**config.mk**
```make
export PLATFORM = sky130hd
export DESIGN_NAME = stat_mode_resp
export DESIGN_NICKNAME = d
export VERILOG_FILES = /design/src/rtl/sr_pkg.sv /design/src/rtl/sr_host_regs.sv /design/src/rtl/sr_busy_sel.sv /design/src/rtl/sr_sync_cap.sv /design/src/rtl/sr_vec_drv.sv /design/src/rtl/sr_rst_gen.sv /design/src/rtl/stat_mode_resp.sv
export SDC_FILE = /design/constraint.sdc
export NUM_CORES = 1
export LEC_CHECK = 0
export CAP_MARGIN = 5
export CORE_MARGIN = 3
export CORE_UTILIZATION = 45
export CTS_BUF_LIST = sky130_fd_sc_hd__clkbuf_8 sky130_fd_sc_hd__clkbuf_16
export CTS_CLUSTER_DIAMETER = 40
export DETAILED_ROUTE_END_ITERATION = 8
export DONT_BUFFER_PORTS = 1
export PLACE_DENSITY_LB_ADDON = 0.05
export SETUP_SLACK_MARGIN = 0.5
export SYNTH_ARGS = -nofsm -noshare
export SYNTH_HDL_FRONTEND = slang
export SYNTH_SLANG_ARGS = --single-unit
export TNS_END_PERCENT = 10
```
**constraint.sdc**
```tcl
create_clock -name clk -period 6.6 [get_ports clk]
set_input_delay 0.33 -clock clk [delete_from_list [all_inputs] [get_ports clk]]
set_output_delay 0.33 -clock clk [all_outputs]
set_load 0.005 [all_outputs]
```
**src/rtl/sr_pkg.sv**
```systemverilog
package sr_pkg;
  localparam int unsigned SA_W_DEF   = 5;
  localparam int unsigned WORD_W_DEF = 16;
  localparam int unsigned RST_CYC_DEF = 4;
endpackage

```
**src/rtl/sr_host_regs.sv**
```systemverilog
module sr_host_regs #(
  parameter int unsigned NSA    = 32,
  parameter int unsigned WORD_W = 16
) (
  input  logic              clk,
  input  logic              arst_n,
  input  logic              mask_we,
  input  logic [NSA-1:0]    mask_wdata,
  input  logic              vec_we,
  input  logic [WORD_W-1:0] vec_wdata,
  output logic [NSA-1:0]    mask_q,
  output logic [WORD_W-1:0] vec_q
);
  logic [NSA-1:0]    mask_d;
  logic [WORD_W-1:0] vec_d;

  always_comb begin
    mask_d = mask_we ? mask_wdata : mask_q;
    vec_d  = vec_we  ? vec_wdata  : vec_q;
  end

  always_ff @(posedge clk or negedge arst_n) begin
    if (!arst_n) begin
      mask_q <= '0;
      vec_q  <= '0;
    end else begin
      mask_q <= mask_d;
      vec_q  <= vec_d;
    end
  end

  p_mask_load_r11: assert property (@(posedge clk) disable iff (!arst_n)
    mask_we |=> (mask_q == $past(mask_wdata)));
endmodule

```
**src/rtl/sr_busy_sel.sv**
```systemverilog
module sr_busy_sel #(
  parameter int unsigned SA_W = 5,
  localparam int unsigned NSA = 1 << SA_W
) (
  input  logic            clk,
  input  logic            arst_n,
  input  logic            cmd_act_n,
  input  logic [SA_W-1:0] subaddr,
  input  logic [NSA-1:0]  mask,
  output logic            busy
);
  logic            cmd_q, start;
  logic [SA_W-1:0] sa_q, sa_d;
  logic            busy_d;

  always_comb begin
    start  = ~cmd_act_n & cmd_q;
    sa_d   = start ? subaddr : sa_q;
    busy_d = ~cmd_act_n & mask[sa_d];
  end

  always_ff @(posedge clk or negedge arst_n) begin
    if (!arst_n) begin
      cmd_q <= 1'b1;
      sa_q  <= '0;
      busy  <= 1'b0;
    end else begin
      cmd_q <= cmd_act_n;
      sa_q  <= sa_d;
      busy  <= busy_d;
    end
  end

  p_busy_idle_r3: assert property (@(posedge clk) disable iff (!arst_n)
    cmd_act_n |=> !busy);
  p_sa_hold_r2: assert property (@(posedge clk) disable iff (!arst_n)
    (!cmd_act_n && !cmd_q) |=> (sa_q == $past(sa_q)));
endmodule

```
**src/rtl/sr_sync_cap.sv**
```systemverilog
module sr_sync_cap #(
  parameter int unsigned WORD_W = 16,
  localparam int unsigned BYTE_W = WORD_W / 2
) (
  input  logic              clk,
  input  logic              arst_n,
  input  logic              lrst,
  input  logic              sync_n,
  input  logic              wc4,
  input  logic              byte_stb,
  input  logic              byte_hi,
  input  logic [BYTE_W-1:0] hw_in,
  output logic              sync_evt,
  output logic              sync_wd,
  output logic [WORD_W-1:0] sync_data
);
  logic              sync_q, stb_q, stb_rise, sync_fall;
  logic [BYTE_W-1:0] hi_q, hi_d;
  logic [WORD_W-1:0] data_d;
  logic              evt_d, wd_d;

  always_comb begin
    stb_rise  = byte_stb & ~stb_q;
    sync_fall = ~sync_n & sync_q;
    hi_d   = hi_q;
    data_d = sync_data;
    evt_d  = 1'b0;
    wd_d   = sync_wd;
    if (lrst) begin
      hi_d = '0; data_d = '0; wd_d = 1'b0;
    end else begin
      if (sync_fall && !wc4) begin
        evt_d = 1'b1; wd_d = 1'b0;
      end
      if (stb_rise && !sync_n) begin
        if (byte_hi) hi_d = hw_in;
        else begin
          data_d = {hi_q, hw_in}; evt_d = 1'b1; wd_d = 1'b1;
        end
      end
    end
  end

  always_ff @(posedge clk or negedge arst_n) begin
    if (!arst_n) begin
      sync_q <= 1'b1; stb_q <= 1'b0; hi_q <= '0;
      sync_data <= '0; sync_evt <= 1'b0; sync_wd <= 1'b0;
    end else begin
      sync_q <= sync_n; stb_q <= byte_stb; hi_q <= hi_d;
      sync_data <= data_d; sync_evt <= evt_d; sync_wd <= wd_d;
    end
  end

  p_data_hold_r6: assert property (@(posedge clk) disable iff (!arst_n)
    (sync_n && !lrst) |=> $stable(sync_data));
  p_clear_r10: assert property (@(posedge clk) disable iff (!arst_n)
    lrst |=> (sync_data == '0 && !sync_evt));
endmodule

```
**src/rtl/sr_vec_drv.sv**
```systemverilog
module sr_vec_drv #(
  parameter int unsigned WORD_W = 16,
  localparam int unsigned BYTE_W = WORD_W / 2
) (
  input  logic [WORD_W-1:0] vec,
  input  logic              vec_en_n,
  input  logic              byte_hi,
  output logic [BYTE_W-1:0] hw_out,
  output logic              hw_oe
);
  always_comb begin
    hw_oe  = ~vec_en_n;
    hw_out = '0;
    if (!vec_en_n) hw_out = byte_hi ? vec[WORD_W-1:BYTE_W] : vec[BYTE_W-1:0];
  end
endmodule

```
**src/rtl/sr_rst_gen.sv**
```systemverilog
module sr_rst_gen #(
  parameter int unsigned RST_CYC = 4,
  localparam int unsigned CNT_W = $clog2(RST_CYC + 1)
) (
  input  logic clk,
  input  logic arst_n,
  input  logic rst_cmd_n,
  output logic sub_rst_n,
  output logic lrst
);
  logic             rp_q, fall;
  logic [CNT_W-1:0] cnt_q, cnt_d;

  always_comb begin
    fall  = ~rst_cmd_n & rp_q;
    cnt_d = cnt_q;
    if (fall) cnt_d = CNT_W'(RST_CYC);
    else if (cnt_q != '0) cnt_d = cnt_q - 1'b1;
  end

  always_ff @(posedge clk or negedge arst_n) begin
    if (!arst_n) begin
      rp_q <= 1'b1; cnt_q <= '0;
    end else begin
      rp_q <= rst_cmd_n; cnt_q <= cnt_d;
    end
  end

  assign lrst      = (cnt_q != '0);
  assign sub_rst_n = ~lrst;

  p_rst_start_r9: assert property (@(posedge clk) disable iff (!arst_n)
    fall |=> !sub_rst_n);
endmodule

```
**src/rtl/stat_mode_resp.sv**
```systemverilog
module stat_mode_resp
  import sr_pkg::*;
#(
  parameter int unsigned SA_W    = SA_W_DEF,
  parameter int unsigned WORD_W  = WORD_W_DEF,
  parameter int unsigned RST_CYC = RST_CYC_DEF,
  localparam int unsigned NSA    = 1 << SA_W,
  localparam int unsigned BYTE_W = WORD_W / 2
) (
  input  logic              clk,
  input  logic              rst_n,
  input  logic              mask_we,
  input  logic [NSA-1:0]    mask_wdata,
  input  logic              vec_we,
  input  logic [WORD_W-1:0] vec_wdata,
  input  logic              cmd_act_n,
  input  logic [SA_W-1:0]   subaddr,
  input  logic              wc4,
  input  logic              sync_n,
  input  logic              vec_en_n,
  input  logic              rst_cmd_n,
  input  logic              byte_stb,
  input  logic              byte_hi,
  input  logic [BYTE_W-1:0] hw_in,
  output logic              busy,
  output logic [BYTE_W-1:0] hw_out,
  output logic              hw_oe,
  output logic              sync_evt,
  output logic              sync_wd,
  output logic [WORD_W-1:0] sync_data,
  output logic              sub_rst_n
);
  logic [1:0]        rsync_q;
  logic              arst_n, lrst;
  logic [NSA-1:0]    mask_q;
  logic [WORD_W-1:0] vec_q;

  always_ff @(posedge clk or negedge rst_n) begin
    if (!rst_n) rsync_q <= 2'b00;
    else        rsync_q <= {rsync_q[0], 1'b1};
  end
  assign arst_n = rsync_q[1];

  sr_host_regs #(.NSA(NSA), .WORD_W(WORD_W)) u_regs (
    .clk(clk), .arst_n(arst_n), .mask_we(mask_we), .mask_wdata(mask_wdata),
    .vec_we(vec_we), .vec_wdata(vec_wdata), .mask_q(mask_q), .vec_q(vec_q));

  sr_busy_sel #(.SA_W(SA_W)) u_busy (
    .clk(clk), .arst_n(arst_n), .cmd_act_n(cmd_act_n), .subaddr(subaddr),
    .mask(mask_q), .busy(busy));

  sr_rst_gen #(.RST_CYC(RST_CYC)) u_rst (
    .clk(clk), .arst_n(arst_n), .rst_cmd_n(rst_cmd_n),
    .sub_rst_n(sub_rst_n), .lrst(lrst));

  sr_sync_cap #(.WORD_W(WORD_W)) u_sync (
    .clk(clk), .arst_n(arst_n), .lrst(lrst), .sync_n(sync_n), .wc4(wc4),
    .byte_stb(byte_stb), .byte_hi(byte_hi), .hw_in(hw_in),
    .sync_evt(sync_evt), .sync_wd(sync_wd), .sync_data(sync_data));

  sr_vec_drv #(.WORD_W(WORD_W)) u_vec (
    .vec(vec_q), .vec_en_n(vec_en_n), .byte_hi(byte_hi),
    .hw_out(hw_out), .hw_oe(hw_oe));

  p_vec_gate_r7: assert property (@(posedge clk) disable iff (!arst_n)
    vec_en_n |-> (hw_out == '0 && !hw_oe));
endmodule

```
==> results.md <==
- Critical Path Fanout Max: 15
- First-pass GRT wire length: around 13,000 um
- Critical Path RT: slightly below 7 ns
- Maximum number of pins on one net before global-route repair: 53
- Crit path launch type: register
- Gr ovfl total: 0
- Core area: between 8000 and 9000 um^2
- Main flop type after synthesis: dfrtp_1
- Gate power share: 0.142
- Worst Path Arrival: about 2.6 ns
- CTS tree: built
- Initial Util: 0.467
- Die Y-Extent: just under 100 um
- Final min period: about 2.4 ns
- Port bufs: 0
- Fill count: 722
- Gpl congestion: approximately 0.81
- Crit path capture: u_busy.busy$_DFF_PN0_
- Clock Skew: 0.0118 ns
- Cell row count: 33
- Hold_ws: between 0.05 and 0.06 ns
- Worst Hold Class: input port to register
- Sw power: about 0.30 mW
- Vias in the first global route: 2,489
- Slowest cell on crit path: dfstp_2
- Top cells by count, synth: 86 x dfrtp_1, 41 x nand2_1, 38 x mux2_2
- Remaining DRCs: 0
- Setup CP Type: register to register
- Top cell type's share of synthesized area: 0.555
- Nets: 391
- Critical R2R Launch: u_busy.cmd_q$_DFF_PN1_
- Reg power frac: 0.516
- Hold Crit Start: cmd_act_n
- Vias per std cell: approximately 5.4
- Reg-to-reg setup timing slack: 4.21 ns
- Iter 0 DRT Violations: 37
- Area contributors post-synth: dfrtp_1 56%, mux2_2 11%, mux2i_1 5.9%, mux2_1 4.1%, nand2_1 4.0%
- Initial antenna violation count: 1
- Post-DRT Antenna Nets: 0
- Multi-input logic area: approximately 1500 um^2
- CP Capture Type: register
- Tcrit/Tclk final: 0.363
- 1st-pass router iterations: 4
- Clock Path Buffers: 2
- Clock Tree Root: clkbuf_8
- Final setup vio count: 0
- Mean Syn Cell Area: 12.3 um^2
- Sequential share of the synthesized area: 0.576
- CTS buffer count: 9
- Post-cts gate resize count: 0
- Crit path launch: u_busy.cmd_q$_DFF_PN1_
- Reg area: 2230 um^2
- RSZ-0062 raised after global routing: no
- Worst Tran Pin Value: slightly below 0.7 ns
- Vias: roughly 2,300
- CP max stage delay: between 0.5 and 0.6 ns
- Clk network pwr share: 0.342
- Slew headroom: 0.551
- Synth-to-Final Area Change: 9.59%
- Fmax: 0.418 GHz
- Fraction of layout cells with a size suffix above 1: 0.214
- IO Count: just over 100
- Final Max Tran Viols: 0
- Post-Syn Area: 3880 um^2
- R2R Path End: u_busy.busy$_DFF_PN0_
- H-tree depth: 3
- DIE WIDTH: roughly 100 um
- Post-CTS setup buffer count: 0
- Worst VDD drop: 165 uV
- Reg2reg path depth: 7
- FFs w/ async S/R, synth: 1.00
- Final Hold Fails: 0
- Status: completed
- WL final: 7740 um
- Post-synth EDFFs: 0
- P_leak: between 1.5 and 2 nW
- DPL Wire Length: 5430 um
- Distinct cells, synth: 40
- Max-Cap Viols: 0
- CTS sink cnt: between 80 and 90
- All-layer global routing usage: 0.168
- Count leader, synth: dfrtp_1
- Area leader, netlist: dfrtp_1
- Cell count after synthesis: ~320
- Setup Total Neg Slack: 0 ns
- Power per Cell Area: about 290 nW/um^2
- Syn nets: roughly 390
- Wire per inst: about 18 um
- Core Util, Final: 0.512
- Int Power: slightly above 0.9 mW
- Skew-Pair Late Insertion Delay: around 0.34 ns
- Clock Pin Slew Worst Setup and Hold Paths: 0.08 ns
- Die area: about 10000 um^2
- Hold_buf cts: 5
- Synth Register Bits: 89
- Synth warn: 0
- CP cell instances: nand2b_4 -> mux2i_4 -> inv_2 -> mux4_2 -> o2bb2ai_1 -> nor4_2 -> a311oi_1
- Sw Ratio: 0.245
-- per-stage QoR --
| step | std cells | setup slack [ns] | cell area, um^2 | total power [mW] |
|---|---|---|---|---|
| floorplan | 315 | 3.94 | 3880 | 0.780 |
| global placement | 406 | 4.27 | 3960 | 0.809 |
| detailed placement | 406 | 4.21 | 3960 | 0.813 |
| CTS | 427 | 4.19 | 4250 | 1.24 |
| global route | 428 | 4.04 | 4250 | 1.29 |
| finish | 428 | 4.21 | 4250 | 1.22 |
-- placed cells by master (no fill, tap or decap), types with 2 or more instances in the layout --
cell,count
a211oi_1,2
a21oi_1,24
a221oi_1,2
a31oi_1,3
buf_4,4
bufinv_16,2
clkbuf_8,12
dfrtp_1,85
dfstp_2,3
dlygate4sd3_1,5
ha_1,2
inv_1,11
mux2_1,14
mux2_2,38
mux2i_1,23
mux4_2,2
nand2_1,41
nor2_1,21
nor2b_1,2
nor3_1,2
o2bb2ai_1,2
o31ai_1,2
-- critical path: cells and delay by family (launching register included) --
family,cells,cell delay (ns)
compound gates,2,0.23
buf+inv,1,0.27
flops,1,0.57
mux,2,0.77
simple gates,2,0.42
-- cell type report --
type                            instances  area share
Sequential cell                        89       0.526
Multi-Input combinational cell        198       0.360
Clock buffer                           12      0.0389
Tap cell                              105      0.0309
Timing Repair Buffer                    9      0.0189
Clock inverter                          4      0.0159
Inverter                               10     0.00884
Antenna cell                            1    0.000589
-- kinds of logic after synthesis --
logic type | count (synthesis) | share of synthesized area
buffers and inverters | 28 | 0.0316
multiplexers | 78 | 0.228
XOR/XNOR | 1 | 0.00226
other | 1 | 0.000967
flip-flops | 89 | 0.576
AND/OR/NAND/NOR | 76 | 0.0933
AO/OA/AOI/OAI | 40 | 0.0620
adder cells (fa/ha/maj) | 2 | 0.00645
-- power by group through the flow --
stage	combinational (mW)	sequential (mW)	clock, mW
6_report	0.173	0.628	0.417
5_1_grt	0.197	0.636	0.459
4_1_cts	0.176	0.629	0.437
3_5_place_dp	0.173	0.640	0
3_3_place_gp	0.169	0.640	0
2_1_floorplan	0.147	0.633	0
-- layer usage --
layer / up-vias / global-route usage / routed length [um]
met5: - / 0 / 0
met4: 0 / 0.0504 / 58
met3: 4 / 0.0672 / 512
met2: 64 / 0.277 / 3950
met1: 1140 / 0.203 / 3220
li1: 1099 / - / -
-- state kept, by name, indices dropped and copies added, names as in the netlist, 2 cells and up --
signal            count
rsync_q               2
u_busy.sa_q           5
u_sync.sync_data     16
u_sync.hi_q           8
u_regs.mask_q        32
u_regs.vec_q         16
u_rst.cnt_q           3
-- worst min path at each step --
stage,end,slack (ns),depth (start not counted)
6_report,u_busy.busy$_DFF_PN0_,0.05,1
5_1_grt,u_busy.busy$_DFF_PN0_,0.02,1
4_1_cts,u_busy.busy$_DFF_PN0_,0.03,1
3_5_place_dp,rsync_q[0]$_DFF_PN0_,0.03,0
3_3_place_gp,rsync_q[0]$_DFF_PN0_,0.03,0
2_1_floorplan,rsync_q[0]$_DFF_PN0_,0.03,0
No activity file was read; power rests on OpenSTA's default activity.
